--- config.mk ---
export PLATFORM = sky130hd
export DESIGN_NAME = draw_status_ctrl
export DESIGN_NICKNAME = d
export VERILOG_FILES = /design/src/rtl/draw_status_pkg.sv /design/src/rtl/draw_status_regs.sv /design/src/rtl/draw_status_busy.sv /design/src/rtl/draw_status_irq.sv /design/src/rtl/draw_status_ctrl.sv
export SDC_FILE = /design/constraint.sdc
export NUM_CORES = 1
export LEC_CHECK = 0
export ABC_AREA = 1
export BUFFER_PORTS_ARGS = -buffer_cell sky130_fd_sc_hd__buf_2
export CORE_MARGIN = 8
export CORE_UTILIZATION = 27
export DETAILED_ROUTE_END_ITERATION = 6
export GPL_ROUTABILITY_DRIVEN = 0
export PLACE_DENSITY = 0.78
export SLEW_MARGIN = 40
export SYNTH_ARGS = -nofsm -noshare
export SYNTH_HDL_FRONTEND = slang
export SYNTH_SLANG_ARGS = --single-unit
--- constraint.sdc ---
create_clock -name clk -period 0.9 [get_ports clk]
set_input_delay 0.09 -clock clk [delete_from_list [all_inputs] [get_ports clk]]
set_output_delay 0.09 -clock clk [all_outputs]
set_load 0.01 [all_outputs]
--- src/rtl/draw_status_pkg.sv ---
package draw_status_pkg;

    localparam int WORD_W    = 32;
    localparam int POS_CLR   = 10;
    localparam int POS_MODE  = 9;
    localparam int POS_IEN   = 8;
    localparam int POS_HALT  = 0;

    localparam logic SEL_CTRL = 1'b0;
    localparam logic SEL_HALT = 1'b1;

    typedef enum logic {
        BUSY_TRACK_OP = 1'b0,
        BUSY_OR_QUEUE = 1'b1
    } busy_mode_e;

    typedef struct packed {
        busy_mode_e mode;
        logic       irq_en;
    } ctrl_cfg_t;

    typedef struct packed {
        logic active;
        logic q_empty;
        logic pending;
    } eng_status_t;

    function automatic logic [WORD_W-1:0] ctrl_image(input ctrl_cfg_t c);
        logic [WORD_W-1:0] w;
        w           = '0;
        w[POS_MODE] = c.mode;
        w[POS_IEN]  = c.irq_en;
        return w;
    endfunction

    function automatic logic [WORD_W-1:0] halt_image(input logic h);
        logic [WORD_W-1:0] w;
        w           = '0;
        w[POS_HALT] = h;
        return w;
    endfunction

    function automatic logic mode_next(input busy_mode_e m,
                                       input logic busy_now,
                                       input eng_status_t s);
        logic r;
        if (m == BUSY_OR_QUEUE)
            r = s.active | ~s.q_empty;
        else if (busy_now)
            r = s.active | s.pending | ~s.q_empty;
        else
            r = s.active;
        return r;
    endfunction

endpackage

--- src/rtl/draw_status_regs.sv ---
module draw_status_regs
    import draw_status_pkg::*;
#(
    parameter int DATA_W = WORD_W
) (
    input  logic              clk,
    input  logic              rst,
    input  logic              wr_en,
    input  logic              wr_sel,
    input  logic [DATA_W-1:0] wr_data,
    input  logic              rd_sel,
    output logic [DATA_W-1:0] rd_data,
    output ctrl_cfg_t         cfg,
    output logic              halt,
    output logic              clr_pulse
);
    logic ctrl_wr;
    logic halt_wr;
    logic unused_rsv_bits;

    assign ctrl_wr = wr_en && (wr_sel == SEL_CTRL);
    assign halt_wr = wr_en && (wr_sel == SEL_HALT);

    always_ff @(posedge clk) begin
        if (rst) begin
            cfg  <= '{mode: BUSY_TRACK_OP, irq_en: 1'b0};
            halt <= 1'b0;
        end else begin
            if (ctrl_wr) begin
                cfg.mode   <= busy_mode_e'(wr_data[POS_MODE]);
                cfg.irq_en <= wr_data[POS_IEN];
            end
            if (halt_wr)
                halt <= wr_data[POS_HALT];
        end
    end

    assign clr_pulse = ctrl_wr && wr_data[POS_CLR];

    always_comb begin
        if (rd_sel == SEL_HALT)
            rd_data = DATA_W'(halt_image(halt));
        else
            rd_data = DATA_W'(ctrl_image(cfg));
    end

    assign unused_rsv_bits = ^wr_data;

endmodule

--- src/rtl/draw_status_busy.sv ---
module draw_status_busy
    import draw_status_pkg::*;
(
    input  logic        clk,
    input  logic        rst,
    input  busy_mode_e  mode,
    input  logic        halt,
    input  eng_status_t status,
    output logic        busy,
    output logic        fall
);
    eng_status_t gated;
    logic        busy_nxt;

    always_comb begin
        gated        = status;
        gated.active = status.active & ~halt;
        busy_nxt     = halt ? 1'b0 : mode_next(mode, busy, gated);
    end

    assign fall = busy & ~busy_nxt & ~halt;

    always_ff @(posedge clk) begin
        if (rst)
            busy <= 1'b0;
        else
            busy <= busy_nxt;
    end

endmodule

--- src/rtl/draw_status_irq.sv ---
module draw_status_irq (
    input  logic clk,
    input  logic rst,
    input  logic set_req,
    input  logic clr_req,
    input  logic enable,
    output logic flag,
    output logic irq
);
    always_ff @(posedge clk) begin
        if (rst)
            flag <= 1'b0;
        else if (set_req)
            flag <= 1'b1;
        else if (clr_req)
            flag <= 1'b0;
    end

    assign irq = flag & enable;

endmodule

--- src/rtl/draw_status_ctrl.sv ---
module draw_status_ctrl
    import draw_status_pkg::*;
#(
    parameter int DATA_W = WORD_W
) (
    input  logic              clk,
    input  logic              rst,
    input  logic              wr_en,
    input  logic              wr_sel,
    input  logic [DATA_W-1:0] wr_data,
    input  logic              rd_sel,
    output logic [DATA_W-1:0] rd_data,
    input  logic              eng_active,
    input  logic              cmdq_empty,
    input  logic              wr_pending,
    output logic              halt_o,
    output logic              busy_o,
    output logic              irq_o
);
    ctrl_cfg_t   cfg;
    eng_status_t status;
    logic        halt;
    logic        clr_pulse;
    logic        busy;
    logic        busy_fall;
    logic        irq_flag;

    assign status = '{active: eng_active, q_empty: cmdq_empty, pending: wr_pending};

    draw_status_regs #(.DATA_W(DATA_W)) regs_i (
        .clk       (clk),
        .rst       (rst),
        .wr_en     (wr_en),
        .wr_sel    (wr_sel),
        .wr_data   (wr_data),
        .rd_sel    (rd_sel),
        .rd_data   (rd_data),
        .cfg       (cfg),
        .halt      (halt),
        .clr_pulse (clr_pulse)
    );

    draw_status_busy busy_i (
        .clk    (clk),
        .rst    (rst),
        .mode   (cfg.mode),
        .halt   (halt),
        .status (status),
        .busy   (busy),
        .fall   (busy_fall)
    );

    draw_status_irq irq_i (
        .clk     (clk),
        .rst     (rst),
        .set_req (busy_fall),
        .clr_req (clr_pulse),
        .enable  (cfg.irq_en),
        .flag    (irq_flag),
        .irq     (irq_o)
    );

    assign halt_o = halt;
    assign busy_o = busy;

endmodule

# After elaboration in Yosys (flattened, before gate mapping)
# Index checks and enable logic that the tools add are counted.
dict set report classes {
  muxes 6
  n_bitwise 11
  reduce_logical 4
}
# operator n
set op_table {}
lappend op_table {{10-bit 2-to-1 mux} 1}
lappend op_table {{1-bit 2-to-1 mux} 5}
lappend op_table {{1-bit bitwise AND} 4}
lappend op_table {{1-bit inverter} 4}
lappend op_table {{1-bit logical AND} 3}
lappend op_table {{1-bit OR} 3}
lappend op_table {{2-bit nonzero test} 1}
dict set report totals {
  register_bits 5
  in_bits 40
  output_inout_bits 35
  elab_cells 26
}

# Longest topological paths before layout
# Gate-level depths: netlist of the first run.
dict set report logic_depth {
  ltp_word 11
  mapped_depth 6
  ltp_nobuf 6
}

# Modules after synthesis
# From an unflattened synthesis of the first run, not the netlist that was laid out.
dict set report hier_totals {
  hier_cells 78
  area_unflattened_um2 508.0
}
# mod n_inst cells_each area_each_um2 seq_area_each_um2
set by_module_without_submodules {}
lappend by_module_without_submodules {draw_status_regs 1 58 386.6 60.1}
lappend by_module_without_submodules {draw_status_busy 1 13 73.8 20.0}
lappend by_module_without_submodules {draw_status_irq 1 7 47.5 20.0}

# Worst setup path after synthesis of the first run
# OpenSTA, ideal clock, no wires.
dict set report synth_path {
  path_kind {register to register}
  start {reg busy_i.busy}
  end {reg irq_i.flag}
  setup_ns 0.116
  arrival_time_ns 0.637
  required_ns 0.784
  path_slack_ns 0.147
  path_stages_with_launch 6
  path_buffers 0
  synth_period_minus_slack_ns 0.753
  cell_sequence {dfxtp_1 inv_1 nand2_1 nand2_1 nand3_1 a21oi_1}
}
dict set report synth_via {
  elab_chain_cells 7
  word_cells_on_any_way 8
  cone_classes {4 x mux; 3 x bitwise; 1 x reduce/logical}
}
# item line
set synth_lines {}
lappend synth_lines {{start: declaration} draw_status_busy.sv:9} ;# output logic busy,
lappend synth_lines {{start signal: assignment} draw_status_busy.sv:27} ;# busy <= busy_nxt;
lappend synth_lines {{1-bit 2-to-1 mux} draw_status_pkg.sv:49} ;# else if (busy_now)
lappend synth_lines {{1-bit 2-to-1 mux} draw_status_pkg.sv:47} ;# if (m == BUSY_OR_QUEUE)
lappend synth_lines {{1-bit 2-to-1 mux} draw_status_busy.sv:18} ;# busy_nxt = halt ? 1'b0 : mode_next(mode, busy, gated);
lappend synth_lines {{1-bit inverter} draw_status_busy.sv:21} ;# assign fall = busy & ~busy_nxt & ~halt;
lappend synth_lines {{1-bit bitwise AND (*) (2 in series)} draw_status_busy.sv:21}
lappend synth_lines {{1-bit 2-to-1 mux or 2-bit nonzero test (tied branches)} -}
lappend synth_lines {{end signal: assignment} draw_status_irq.sv:12} ;# flag <= 1'b0;
lappend synth_lines {{end signal: assignment} draw_status_irq.sv:14} ;# flag <= 1'b1;
lappend synth_lines {{end signal: assignment} draw_status_irq.sv:16} ;# flag <= 1'b0;
lappend synth_lines {{end: declaration} draw_status_irq.sv:7} ;# output logic flag,
# Every way passes the cells marked *; elsewhere a longest branch is shown, timed or not.
# A chain may end at the register's enable or synchronous reset.

# Worst setup path after layout of the first run
dict set report layout_path {
  start {reg, netlist name regs_i.cfg[0]}
  end {out rd_data[8]}
}
dict set report layout_via {
  elab_chain_cells 1
}
# item line
set layout_lines {}
lappend layout_lines {{10-bit 2-to-1 mux} draw_status_regs.sv:41} ;# if (rd_sel == SEL_HALT)
lappend layout_lines {{end: declaration} draw_status_ctrl.sv:12} ;# output logic [DATA_W-1:0] rd_data,
# No other way between the ends.

==> impl_metrics.tcl, run 1 <==
set metrics [dict create \
    worstSkewPairLatency_ns 0.24 \
    synth.top_cell.area_share_pct 47.7 \
    vias 374 \
    slowest_stage "dfxtp_2" \
    synth_top_cell_by_area "buf_4" \
    root_buffer "clkbuf_4" \
    worstPathRequired_ns 0.81 \
    synthToLayoutAreaGrowth_pct 9.04 \
    ant_nets 0 \
    rrSetupSlack_ns 0.11 \
    clock-sinks 5 \
    drc 0 \
    cts_setup_buffers 0 \
    start_util_pct 27.7 \
    port_buffers 17 \
    period_share_pct 99.1 \
    diodes 0 \
    p_int_mw 0.450 \
    crit_path_cell_trace "inv_2 > nor2_1 > buf_2" \
    syn_avg_cell_area_um2 6.92 \
    syn_inst 66 \
    hold_viol 0 \
    die_w_um 57.1 \
    ys_seq_area_share_pct 21.9 \
    fill_cells 194 \
    final-setup-viol-count 0 \
    seq_power_share_pct 37.7 \
    htree_levels 1 \
    synthesis.area_um2 457 \
    initialDrtViolationCount 4 \
    die_area_mm2 0.00326 \
    swShare_pct 31.4 \
    yosysWarnings 0 \
    grt_max_degree 6 \
    p_leak_nw 0.305 \
    fmax_mhz 1120 \
    hold_buffers 0 \
    ir_drop_v 0.000393 \
    combinationalPowerShare_pct 24.0 \
    powerDensity_mw_per_mm2 1320 \
    grt_pass1_wl_mm 1.58 \
    grt_overflow 0 \
    worstSetupEndpointType "output port" \
    pre_cts_ws_ns 0.0830 \
    yosys.cell_types.count 12 \
    tns_ns 0 \
    finalClockSkew_ns 0.00170 \
    arrival_ns 0.80 \
    max_stage_delay_ns 0.33 \
    cts_buffers 3 \
    hp-class "primary input to flop" \
    drv_slew 0 \
    dr.pass1.iters 2 \
    routed_via_density 3.63 \
    cts_tree "yes" \
    maxCapViolCount 0 \
    critPathKind "flop to output port" \
    layout_min_cycle_time_ns 0.892 \
    crit_family "flip-flops" \
    p_switching_mw 0.206 \
    finalWirelength_mm 1.01 \
    die_height_um 57.1 \
    grt.total_usage_pct 6.21 \
    grt_pass1_vias 373 \
    grt_antenna_before_repair 0 \
    ys_top_cells_by_area "buf_4 (48%), dfxtp_1 (22%), nand2_1 (7.4%)" \
    worst-path-max-fanout 2 \
    pwr-share-clk_pct 38.2 \
    hpwl_um 915 \
    finalNetCount 127 \
    wl_per_cell_um 9.82 \
    synth_seq_cells 5 \
    start_kind "flop" \
    path_clk_slew_ns 0.04 \
    drive_gt1_share_pct 37.2 \
    ios 75 \
    cts_buffer_depth 2 \
    status "finished clean" \
    rows 15 \
    rsz0062_at_grt "true" \
    fin_ws_ns 0.00796 \
    core_mm2 0.00165 \
    crit_buf_inv 2 \
]
-- metrics by stage --
stage	util [%]	std cells	cell area, µm²	power [mW]	hold slack (ns)
floorplan	-	94	562	0.440	0.159
global placement	27.3	99	450	0.394	0.325
detailed placement	27.3	99	450	0.398	0.331
CTS	29.2	103	482	0.656	0.0714
global route	30.2	103	498	0.698	0.0887
finish	30.2	103	498	0.656	0.0765
-- cell usage in the layout, fill, tap and decap left out, types with 4 or more instances in the layout --
cell type / synthesis / routed
buf_2: 0 / 16
conb_1: 1 / 29
inv_2: 1 / 4
nand2_1: 9 / 7
nor2_1: 5 / 4
-- state kept, by name, summed over array words and instances (netlist names) --
register and count:
regs_i.halt 1, busy_i.busy 1, regs_i.cfg 2, irq_i.flag 1
-- power by group through the flow --
stage | clock network [mW] | logic, mW | registers (mW)
after floorplan | 0 | 0.190 | 0.251
final | 0.251 | 0.158 | 0.248
after global placement | 0 | 0.145 | 0.249
after detailed placement | 0 | 0.149 | 0.249
after CTS | 0.260 | 0.150 | 0.246
after global routing | 0.271 | 0.177 | 0.250
-- per-layer routing --
metal | wire (µm) | up-vias | track usage [%]
met4 | 36 | 0 | 7.05
met5 | 0 | - | 0
li1 | - | 186 | -
met3 | 162 | 4 | 3.10
met2 | 545 | 26 | 10.5
met1 | 266 | 158 | 4.57
-- synth_stat cells --
cell type,n
conb_1,1
a211oi_1,2
nand2_2,1
buf_4,29
inv_2,1
nand3_1,3
a21oi_1,3
nor3_1,1
inv_1,6
nor2_1,5
dfxtp_1,5
nand2_1,9
-- area by class of cell --
cell class / instances / area [µm²] / share of cell area [%]
well taps: 17 / 21.3 / 4.27
multi-input cells: 53 / 225 / 45.2
repair buffers: 17 / 91.3 / 18.3
inverters: 7 / 26.3 / 5.28
clock buffers: 4 / 26.3 / 5.28
flip-flops and latches: 5 / 108 / 21.6
-- worst paths after layout --
check                      from          end  cells after the start
setup / recovery  regs_i.cfg[0]   rd_data[8]                      3
hold / removal              rst  regs_i.halt                      2
setup reg to reg  regs_i.cfg[1]   irq_i.flag                      6
hold reg to reg      irq_i.flag   irq_i.flag                      2
-- cell families (layout without fill, tap and decap cells) --
family	Yosys count	count (layout)	share of synthesized area [%]
and+or+nand+nor	19	19	17.3
AOI/OAI and AO/OA	5	5	6.57
DFF	5	5	21.9
buffers and inverters	36	28	53.4
other	1	29	0.821
-- timing repair --
| item | 4_1_cts | 5_1_grt |
|---|---|---|
| setup endpoints to repair | 4 | 4 |
| gates resized for setup | 5 | 7 |
| endpoints found under the hold margin | 0 | 0 |
(Power assumes the default switching activity.)
==> inputs of run 2 (changes only) <==
PLACE_DENSITY = 0.77   (was 0.78)
==> run 2 against run 1 <==
Die area unchanged. Power increased by 0.47%. Largest power group unchanged. Non-clock buffer count increased by 1. Critical endpoint unchanged. Global-route usage decreased by 0.31 points. Flip-flop and latch count unchanged. Setup slack got worse by 0.00094 ns. Combinational power about the same.
==> impl_metrics.tcl, run 2 (synthesis gave the netlist of run 1 again) <==
set metrics [dict create \
    die_area_mm2 0.00326 \
    finalNetCount 128 \
    worstHoldEndpoint "regs_i.halt" \
    p_int_mw 0.454 \
    fin_ws_ns 0.00702 \
    grt_util_met3_pct 4.66 \
    regMostFlops "regs_i.cfg" \
    rows 15 \
    ir_drop_v 0.000402 \
    htree_levels 1 \
    hpwl_um 928 \
    grt_pass1_wl_mm 1.51 \
    use_met2_pct 10.2 \
    instances_no_fill 104 \
    status "finished clean" \
    cts_buffer_depth 2 \
    drive_gt1_share_pct 33.3 \
    initialDrtViolationCount 5 \
    rr_worst_depth 6 \
    grt.total_usage_pct 5.90 \
    critPathKind "flop to output port" \
    hp-class "primary input to flop" \
    pre_cts_ws_ns 0.0739 \
    totalPowerFinal_mw 0.659 \
    grt_pass1_vias 357 \
    rrSetupSlack_ns 0.08 \
    fmax_mhz 1120 \
    drv_slew 0 \
    root_buffer "clkbuf_4" \
    worstSkewPairLatency_ns 0.23 \
    hp-start "rst" \
    hold_viol 0 \
    dp.cells 99 \
    seq_power_share_pct 37.5 \
    wl_per_cell_um 9.84 \
    start_kind "flop" \
    dr.pass1.iters 4 \
    drc 0 \
    vias 362 \
    worstSetupEndpointType "output port" \
    final_common_cell "conb_1" \
    ios 75 \
    pwr-share-clk_pct 38.3 \
    worstPathRequired_ns 0.81 \
    finalWirelength_mm 1.02 \
    core_mm2 0.00165 \
    final_area_um2 498 \
    finalClockSkew_ns 0.00339 \
    final_core_util_pct 30.2 \
    p_switching_mw 0.206 \
    swShare_pct 31.2 \
    largest_reg_flops 2 \
    rsz0062_at_grt "true" \
    regToRegStartpoint "regs_i.cfg[1]" \
    clock-sinks 5 \
    postPlaceCellArea_um2 450 \
    arrival_ns 0.80 \
    combinationalPowerShare_pct 24.3 \
    worstReg2RegEnd "irq_i.flag" \
    fin_hold_ws_ns 0.0703 \
    routed_via_density 3.48 \
    final-setup-viol-count 0 \
    mostFrequentLayoutCells "conb_1 (29), buf_2 (16), nand2_1 (9), nor2_1 (5), inv_1 (4)" \
    grt-busiest-layer "met2" \
    die_height_um 57.1 \
    synthToLayoutAreaGrowth_pct 9.04 \
    worst-path-max-fanout 2 \
    cts_tree "yes" \
    die_w_um 57.1 \
    start_util_pct 27.7 \
    holdPathStages 2 \
    grt_max_degree 6 \
    grt_overflow 0 \
    maxCapViolCount 0 \
    layout_min_cycle_time_ns 0.893 \
    powerDensity_mw_per_mm2 1320 \
    diodes 0 \
    cts_buffers 3 \
    path_clk_slew_ns 0.04 \
    hold_buffers 0 \
    grtUsageMet1_pct 4.59 \
    grt_antenna_before_repair 0 \
    tns_ns 0 \
    ant_nets 0 \
    p_leak_nw 0.310 \
    port_buffers 17 \
    period_share_pct 99.2 \
]
## run 2: cell count changes in the layout (fill, tap and decap cells not counted)
cell | previous run | this run
buf_4 | 0 | 1
nand2_2 | 3 | 1
nand2_1 | 7 | 9
nor2_1 | 4 | 5
inv_2 | 4 | 3
nor2_2 | 1 | 0
inv_1 | 3 | 4
## run 2: worst max-delay path, stage by stage (launching register included)
cell and delay [ns]:
dfxtp_2 0.32, inv_2 0.04, nor2_1 0.08, buf_2 0.13
## run 2: worst max-delay path by stage
stage / startpoint / end / slack, ns / depth (start not counted)
after floorplan: busy_i.busy / irq_i.flag / 0.15 / 5
after global placement: regs_i.cfg[1] / irq_i.flag / 0.11 / 6
final: regs_i.cfg[0] / rd_data[8] / 0.007 / 3
after detailed placement: regs_i.cfg[1] / irq_i.flag / 0.07 / 6
after global routing: regs_i.cfg[0] / rd_data[8] / -0.05 / 3
after CTS: regs_i.halt / rd_data[0] / 0.001 / 3
## run 2: layer usage
layer  up-vias  share of wire (%)
li1        188                  -
met2        24                 54
met1       148                 31
met5         -                  0
met4         0               0.49
met3         2                 15
## run 2: power groups by stage
| stage | Combinational (mW) | Clock [mW] | Sequential [mW] |
|---|---|---|---|
| 2_1_floorplan | 0.190 | 0 | 0.251 |
| 5_1_grt | 0.181 | 0.279 | 0.249 |
| 6_report | 0.160 | 0.252 | 0.247 |
| 3_5_place_dp | 0.149 | 0 | 0.249 |
| 4_1_cts | 0.149 | 0.260 | 0.245 |
| 3_3_place_gp | 0.145 | 0 | 0.249 |
## run 2: final cells by class
class | instances | area, µm²
fillers | 190 | 1150
multi-input cells | 53 | 218
flip-flops and latches | 5 | 108
repair buffers | 18 | 98.8
clock buffers | 4 | 26.3
inverters | 7 | 26.3
well taps | 17 | 21.3
## run 2: repair_timing
item                       CTS  global route
cloned                       0             0
resized for setup            4             4
setup endpoints to repair    4             4
pin swaps                    0             1
buffers inserted             0             1
